===== src/rtl/hca_pkg.sv =====
package hca_pkg;

  typedef struct packed {
    logic p;
    logic g;
  } pg_t;

  // hi covers higher bits, lo the adjacent lower group
  function automatic pg_t pg_merge(pg_t hi, pg_t lo);
    pg_t r;
    r.p = hi.p & lo.p;
    r.g = hi.g | (hi.p & lo.g);
    return r;
  endfunction

  // doubling-span levels on odd positions after the opening pair level
  function automatic int unsigned ks_levels(int unsigned w);
    if (w <= 2) return 0;
    return $clog2(w) - 1;
  endfunction

endpackage


===== src/rtl/hca_pg_gen.sv =====
module hca_pg_gen
  import hca_pkg::*;
#(
  parameter int unsigned WIDTH = 24
) (
  input  logic [WIDTH-1:0] a_i,
  input  logic [WIDTH-1:0] b_i,
  input  logic             cin_i,
  output logic [WIDTH-1:0] prop_o,
  output pg_t  [WIDTH-1:0] pg_o
);

  for (genvar i = 0; i < WIDTH; i++) begin : gen_bit
    assign prop_o[i] = a_i[i] ^ b_i[i];
    assign pg_o[i].p = a_i[i] ^ b_i[i];
    if (i == 0) begin : gen_cin
      // carry-in folded in as generate of position 0
      assign pg_o[i].g = (a_i[i] & b_i[i]) | ((a_i[i] ^ b_i[i]) & cin_i);
    end else begin : gen_plain
      assign pg_o[i].g = a_i[i] & b_i[i];
    end
  end

endmodule


===== src/rtl/hca_prefix_tree.sv =====
module hca_prefix_tree
  import hca_pkg::*;
#(
  parameter int unsigned WIDTH = 24
) (
  input  pg_t  [WIDTH-1:0] pg_i,
  output logic [WIDTH-1:0] grp_o
);

  localparam int unsigned KS = ks_levels(WIDTH);

  pg_t [KS:0][WIDTH-1:0] net;
  pg_t [WIDTH-1:0]       fin;

  // opening sparse level: odd position absorbs its even neighbour
  for (genvar i = 0; i < WIDTH; i++) begin : gen_open
    if (i % 2 == 1) begin : gen_odd
      assign net[0][i] = pg_merge(pg_i[i], pg_i[i-1]);
    end else begin : gen_even
      assign net[0][i] = pg_i[i];
    end
  end

  // dense levels restricted to odd positions, span 2,4,8,...
  for (genvar k = 1; k <= KS; k++) begin : gen_lvl
    localparam int unsigned SPAN = 2 ** k;
    for (genvar i = 0; i < WIDTH; i++) begin : gen_node
      if ((i % 2 == 1) && (i >= SPAN)) begin : gen_op
        assign net[k][i] = pg_merge(net[k-1][i], net[k-1][i-SPAN]);
      end else begin : gen_pass
        assign net[k][i] = net[k-1][i];
      end
    end
  end

  // closing sparse level: even position completes from odd prefix below
  for (genvar i = 0; i < WIDTH; i++) begin : gen_close
    if (i == 0) begin : gen_lsb
      assign fin[i] = pg_i[i];
    end else if (i % 2 == 0) begin : gen_even
      assign fin[i] = pg_merge(pg_i[i], net[KS][i-1]);
    end else begin : gen_odd
      assign fin[i] = net[KS][i];
    end
    assign grp_o[i] = fin[i].g;
  end

endmodule


===== src/rtl/hca_sum_gen.sv =====
module hca_sum_gen #(
  parameter int unsigned WIDTH = 24
) (
  input  logic [WIDTH-1:0] prop_i,
  input  logic [WIDTH-1:0] grp_i,
  input  logic             cin_i,
  output logic [WIDTH-1:0] sum_o,
  output logic             cout_o
);

  logic [WIDTH-1:0] carry;

  for (genvar i = 0; i < WIDTH; i++) begin : gen_sum
    if (i == 0) begin : gen_lsb
      assign carry[i] = cin_i;
    end else begin : gen_up
      assign carry[i] = grp_i[i-1];
    end
    assign sum_o[i] = prop_i[i] ^ carry[i];
  end

  assign cout_o = grp_i[WIDTH-1];

endmodule


===== src/rtl/hca_adder.sv =====
module hca_adder
  import hca_pkg::*;
#(
  parameter int unsigned WIDTH = 24
) (
  input  logic [WIDTH-1:0] a_i,
  input  logic [WIDTH-1:0] b_i,
  input  logic             cin_i,
  output logic [WIDTH-1:0] sum_o,
  output logic             cout_o
);

  logic [WIDTH-1:0] prop;
  pg_t  [WIDTH-1:0] pg;
  logic [WIDTH-1:0] grp;

  hca_pg_gen #(.WIDTH(WIDTH)) i_pg (
    .a_i    (a_i),
    .b_i    (b_i),
    .cin_i  (cin_i),
    .prop_o (prop),
    .pg_o   (pg)
  );

  hca_prefix_tree #(.WIDTH(WIDTH)) i_tree (
    .pg_i  (pg),
    .grp_o (grp)
  );

  hca_sum_gen #(.WIDTH(WIDTH)) i_sum (
    .prop_i (prop),
    .grp_i  (grp),
    .cin_i  (cin_i),
    .sum_o  (sum_o),
    .cout_o (cout_o)
  );

endmodule


===== config.mk =====
export PLATFORM = sky130hd
export DESIGN_NAME = hca_adder
export DESIGN_NICKNAME = d
export VERILOG_FILES = /design/src/rtl/hca_pkg.sv /design/src/rtl/hca_pg_gen.sv /design/src/rtl/hca_prefix_tree.sv /design/src/rtl/hca_sum_gen.sv /design/src/rtl/hca_adder.sv
export SDC_FILE = /design/constraint.sdc
export NUM_CORES = 1
export LEC_CHECK = 0
export ABC_AREA = 1
export BUFFER_PORTS_ARGS = -buffer_cell sky130_fd_sc_hd__buf_4
export CAP_MARGIN = 5
export CORE_MARGIN = 2
export CORE_UTILIZATION = 51
export DETAILED_ROUTE_END_ITERATION = 6
export GPL_ROUTABILITY_DRIVEN = 0
export PLACE_DENSITY_LB_ADDON = 0.1
export REMOVE_ABC_BUFFERS = 1
export SYNTH_ARGS = -nofsm -noshare
export SYNTH_HDL_FRONTEND = slang
export SYNTH_SLANG_ARGS = --single-unit

===== constraint.sdc =====
create_clock -name vclk -period 3.9
set_input_delay 0.39 -clock vclk [all_inputs]
set_output_delay 0.39 -clock vclk [all_outputs]
set_load 0.02 [all_outputs]

* After elaboration in Yosys (flattened, before gate mapping)
Cells that the tools add are included.
Widths: inputs -> output; s select.
** Word-level totals
- Logic and storage cells :: 219
- Flip-flop bits (word level) :: 0
- Bits of input ports :: 49
** Operators by class
- Bitwise gates (word level) :: 219
** Operators by type and width (count)
- $and 1x1->1 :: 114
- $or 1x1->1 :: 57
- $xor 1x1->1 :: 48

* Depth between registers and ports, before layout
- Depth in word-level cells :: 14
- Depth in mapped cells :: 12
- Gate-level depth less buffers :: 12

* By module
From an unflattened synthesis, not the netlist that was laid out.
** Second synthesis, totals
- Cell total of the unflattened synthesis :: 339
- Area total of the unflattened synthesis :: 1745.4 µm²
** Modules (own cells, without submodules)
- hca_prefix_tree :: cells an instance 167, instances 1, area each 795.8 µm²
- hca_pg_gen :: cells an instance 51, instances 1, area each 491.7 µm²
- hca_sum_gen :: cells an instance 121, instances 1, area each 457.9 µm²

* Worst setup path after synthesis
Ideal clock, no wire load.
- Kind :: input-to-output
- Start :: input a_i[0]
- End :: output sum_o[15]
- Stages on the path :: 12
- Path slack :: 1.244 ns
- Data required time :: 3.510 ns
- Arrival time :: 2.266 ns
- Cell sequence :: inv_1 > fa_1 > inv_1 > fa_1 > nand3_1 > nand3_2 > nand2_1 > nand2_2 > nand2_1 > nand3_1 > fa_1 > xor2_1
** Between the ends
- Word-level cells in the longest chain between the ends :: 12
- Elaborated cells on any way between the ends :: 13
- Classes of those cells :: bitwise (13)
** RTL lines
- from (decl) :: line hca_adder.sv:6 : input logic [WIDTH-1:0] a_i,
- $xor 1x1->1
- $and 1x1->1 :: line hca_pg_gen.sv:18 : assign pg_o[i].g = (a_i[i] & b_i[i]) | ((a_i[i] ^ b_i[i]) & cin_i);
- $or 1x1->1 (*) :: line hca_pg_gen.sv:18
- $and 1x1->1 (*) :: line hca_pkg.sv:12 : r.g = hi.g | (hi.p & lo.g);
- $or 1x1->1 (*) :: line hca_pkg.sv:12
- $and 1x1->1 (*) :: line hca_pkg.sv:12
- $or 1x1->1 (*) :: line hca_pkg.sv:12
- $and 1x1->1 (*) :: line hca_pkg.sv:12
- $or 1x1->1 (*) :: line hca_pkg.sv:12
- $and 1x1->1 (*) :: line hca_pkg.sv:12
- $or 1x1->1 (*) :: line hca_pkg.sv:12
- $xor 1x1->1 (*) :: line hca_sum_gen.sv:19 : assign sum_o[i] = prop_i[i] ^ carry[i];
- to (decl) :: line hca_adder.sv:9 : output logic [WIDTH-1:0] sum_o,
Every way passes the cells marked *; elsewhere a longest branch is shown, timed or not.

* Worst setup path after layout
Same ends and word-level chain as after synthesis.

==> impl_metrics.py <==
metrics = {
    "outcome": {
        "run_status": "finished clean",
    },
    "logic_synthesis": {
        "synth.most_common_cell": "nand2_1",
        "synthesis.area_um2": 1270,
        "synth_top_cells_by_count": "69 x nand2_1, 41 x inv_1, 22 x ha_1, 13 x fa_1, 12 x nor2_1",
        "synth_area_leaders": "ha_1 22%, fa_1 20%, nand2_1 20%",
        "yosysTopAreaCell": "ha_1",
        "postSynthAreaPerCell_um2": 6.42,
        "yosysSeqAreaShare": 0,
        "ys_warn_count": 0,
        "syn_inst": 198,
        "yosysTopAreaCellShare": 0.217,
        "synth.distinct_cells": 18,
    },
    "critical_path": {
        "crit_type": "input pin to output pin",
        "max_stage_delay_ns": 0.40,
        "worst-path-max-fanout": 4,
        "cp.depth": 14,
        "cp-start-kind": "input pin",
        "cpMostUsedCell": "fa_1",
        "startpoint": "a_i[0]",
        "crit_slowest_cell": "fa_1",
        "arrival_ns": 2.42,
        "path_cells": "buf_4 > inv_1 > fa_1 > inv_1 > fa_1 > nand3_1 > nand3_2 > nand2_1 > nand2_2 > nand2_1 > nand3_1 > fa_1 > xor2_1 > buf_4",
        "cp_top_family": "adder cells",
        "cp-end-kind": "output pin",
        "crit_buf_inv": 4,
        "cp.required_ns": 3.51,
    },
    "final_layout": {
        "drive_gt1_frac": 0.335,
        "design_area_um2": 1860,
        "diodes": 0,
        "synthToLayoutAreaGrowth_pct": 46.7,
        "seq_cells": 0,
        "clock_buffers": 0,
        "regArea_um2": 0,
        "layout.nets": 358,
    },
    "timing": {
        "hold_viol": 0,
        "tns_ns": 0,
        "setup_viol": 0,
        "tightest_slew_ns": 0.165,
        "fin_crit_ns": 2.81,
        "finalCritPeriodShare": 0.721,
        "max_freq_mhz": 355,
        "slew_headroom": 0.890,
        "rsz0062_at_grt": "false",
        "slew_viol_final": 0,
    },
    "power": {
        "clockPowerShare": 0,
        "p_int_mw": 0.164,
        "p_seq_frac": 0,
        "power.density_nw_per_um2": 195,
        "total_leakage_power_nw": 1.14,
        "switching_share": 0.550,
        "ir_drop_uv": 147,
        "p_sw_mw": 0.200,
        "p_comb_frac": 1.000,
    },
    "route": {
        "ant_nets": 0,
        "num_vias": 1360,
        "drt_pre_antenna_iters": 4,
        "drc": 0,
        "routed_via_density": 4.50,
        "routed_wl_um": 2750,
        "drt_iter0_drc": 7,
        "wire_per_inst_um": 9.09,
    },
    "clock_tree": {
        "post_cts_buffers": 0,
        "hold_buffers": 0,
        "ctsResizeCount": 0,
    },
    "grt": {
        "grt-ovfl-total": 0,
        "grt_pass1_wl_um": 4520,
        "grt_pass1_vias": 1115,
        "grt_start_max_net_pins": 5,
        "track_usage": 0.200,
        "antenna_found_initial": 0,
    },
    "die": {
        "start_util": 0.528,
        "die_area_um2": 2910,
        "fp.dieW_um": 53.9,
        "coreArea_um2": 2410,
        "num_io_pins": 74,
        "rows": 18,
        "chipHeight_um": 53.9,
    },
    "worst_hold_path": {
        "worstHoldPathType": "input pin to output pin",
        "min_delay_path_depth": 3,
        "hold_start": "b_i[18]",
    },
    "place": {
        "place_area_um2": 1860,
        "numPortBuffers": 74,
        "hpwl_um": 2590,
    },
    "job": {
        "maxCapViolCount": 0,
    },
}
-- power groups by stage --
stage | sequential, mW | combinational [mW] | clock (mW)
after floorplan | 0 | 0.226 | 0
after detailed placement | 0 | 0.367 | 0
after CTS | 0 | 0.368 | 0
final | 0 | 0.364 | 0
after global placement | 0 | 0.360 | 0
after global routing | 0 | 0.405 | 0
-- final timing paths --
path        end  slack, ns
max   sum_o[15]       1.09
min   sum_o[18]       1.15
-- per-layer routing --
metal | global-route usage | share of wire | vias up
li1 | - | - | 746
met1 | 0.278 | 0.45 | 570
met4 | 0 | 0 | 0
met3 | 0.0194 | 0.083 | 0
met5 | 0 | 0 | -
met2 | 0.354 | 0.47 | 44
-- tightest hold or removal path: cells and delay by family --
kind,cells,cell delay (ns)
adders and majority gates,1,0.15
buffers and inverters,2,0.22
-- stage by stage --
| step | setup WS, ns | hold WS, ns | std cells | power (mW) | utilization |
|---|---|---|---|---|---|
| 2_1_floorplan | 1.24 | 1.04 | 198 | 0.226 | - |
| 3_5_place_dp | 1.08 | 1.15 | 302 | 0.367 | 0.774 |
| 3_3_place_gp | 1.11 | 1.15 | 302 | 0.360 | 0.774 |
| 5_1_grt | 0.917 | 1.17 | 302 | 0.405 | 0.774 |
| 4_1_cts | 1.07 | 1.15 | 302 | 0.368 | 0.774 |
| 6_report | 1.09 | 1.15 | 302 | 0.364 | 0.774 |
-- layout make-up --
class | count | area, µm²
fillers | 193 | 546
inverters | 45 | 169
multi-input cells | 153 | 1100
well taps | 30 | 37.5
repair buffers | 74 | 556
-- layout by cell type, fill, tap and decap left out --
master   Yosys  final
inv_2        4      4
nand4_1      1      1
nand3_2      1      1
xnor2_1      1      1
nand3_1      6      6
a21oi_1      5      5
fa_1        13     13
buf_4        0     74
nor2_2       1      1
inv_1       41     41
nand2_2      7      7
o21ai_2      1      1
nand2_1     69     69
ha_1        22     22
nor3_1       1      1
nor2_1      12     12
nor2_4       2      2
a21oi_2      1      1
xor2_1      10     10
-- kinds of logic (layout without fill, tap and decap cells) --
group,Yosys count,count (layout),synth area share
XOR/XNOR,11,11,0.0758
AO/OA/AOI/OAI,7,7,0.0335
adder cells (fa/ha/maj),35,35,0.421
buffers and inverters,45,119,0.133
AND/OR/NAND/NOR,100,100,0.337
Power figures use the tool's default switching activity.
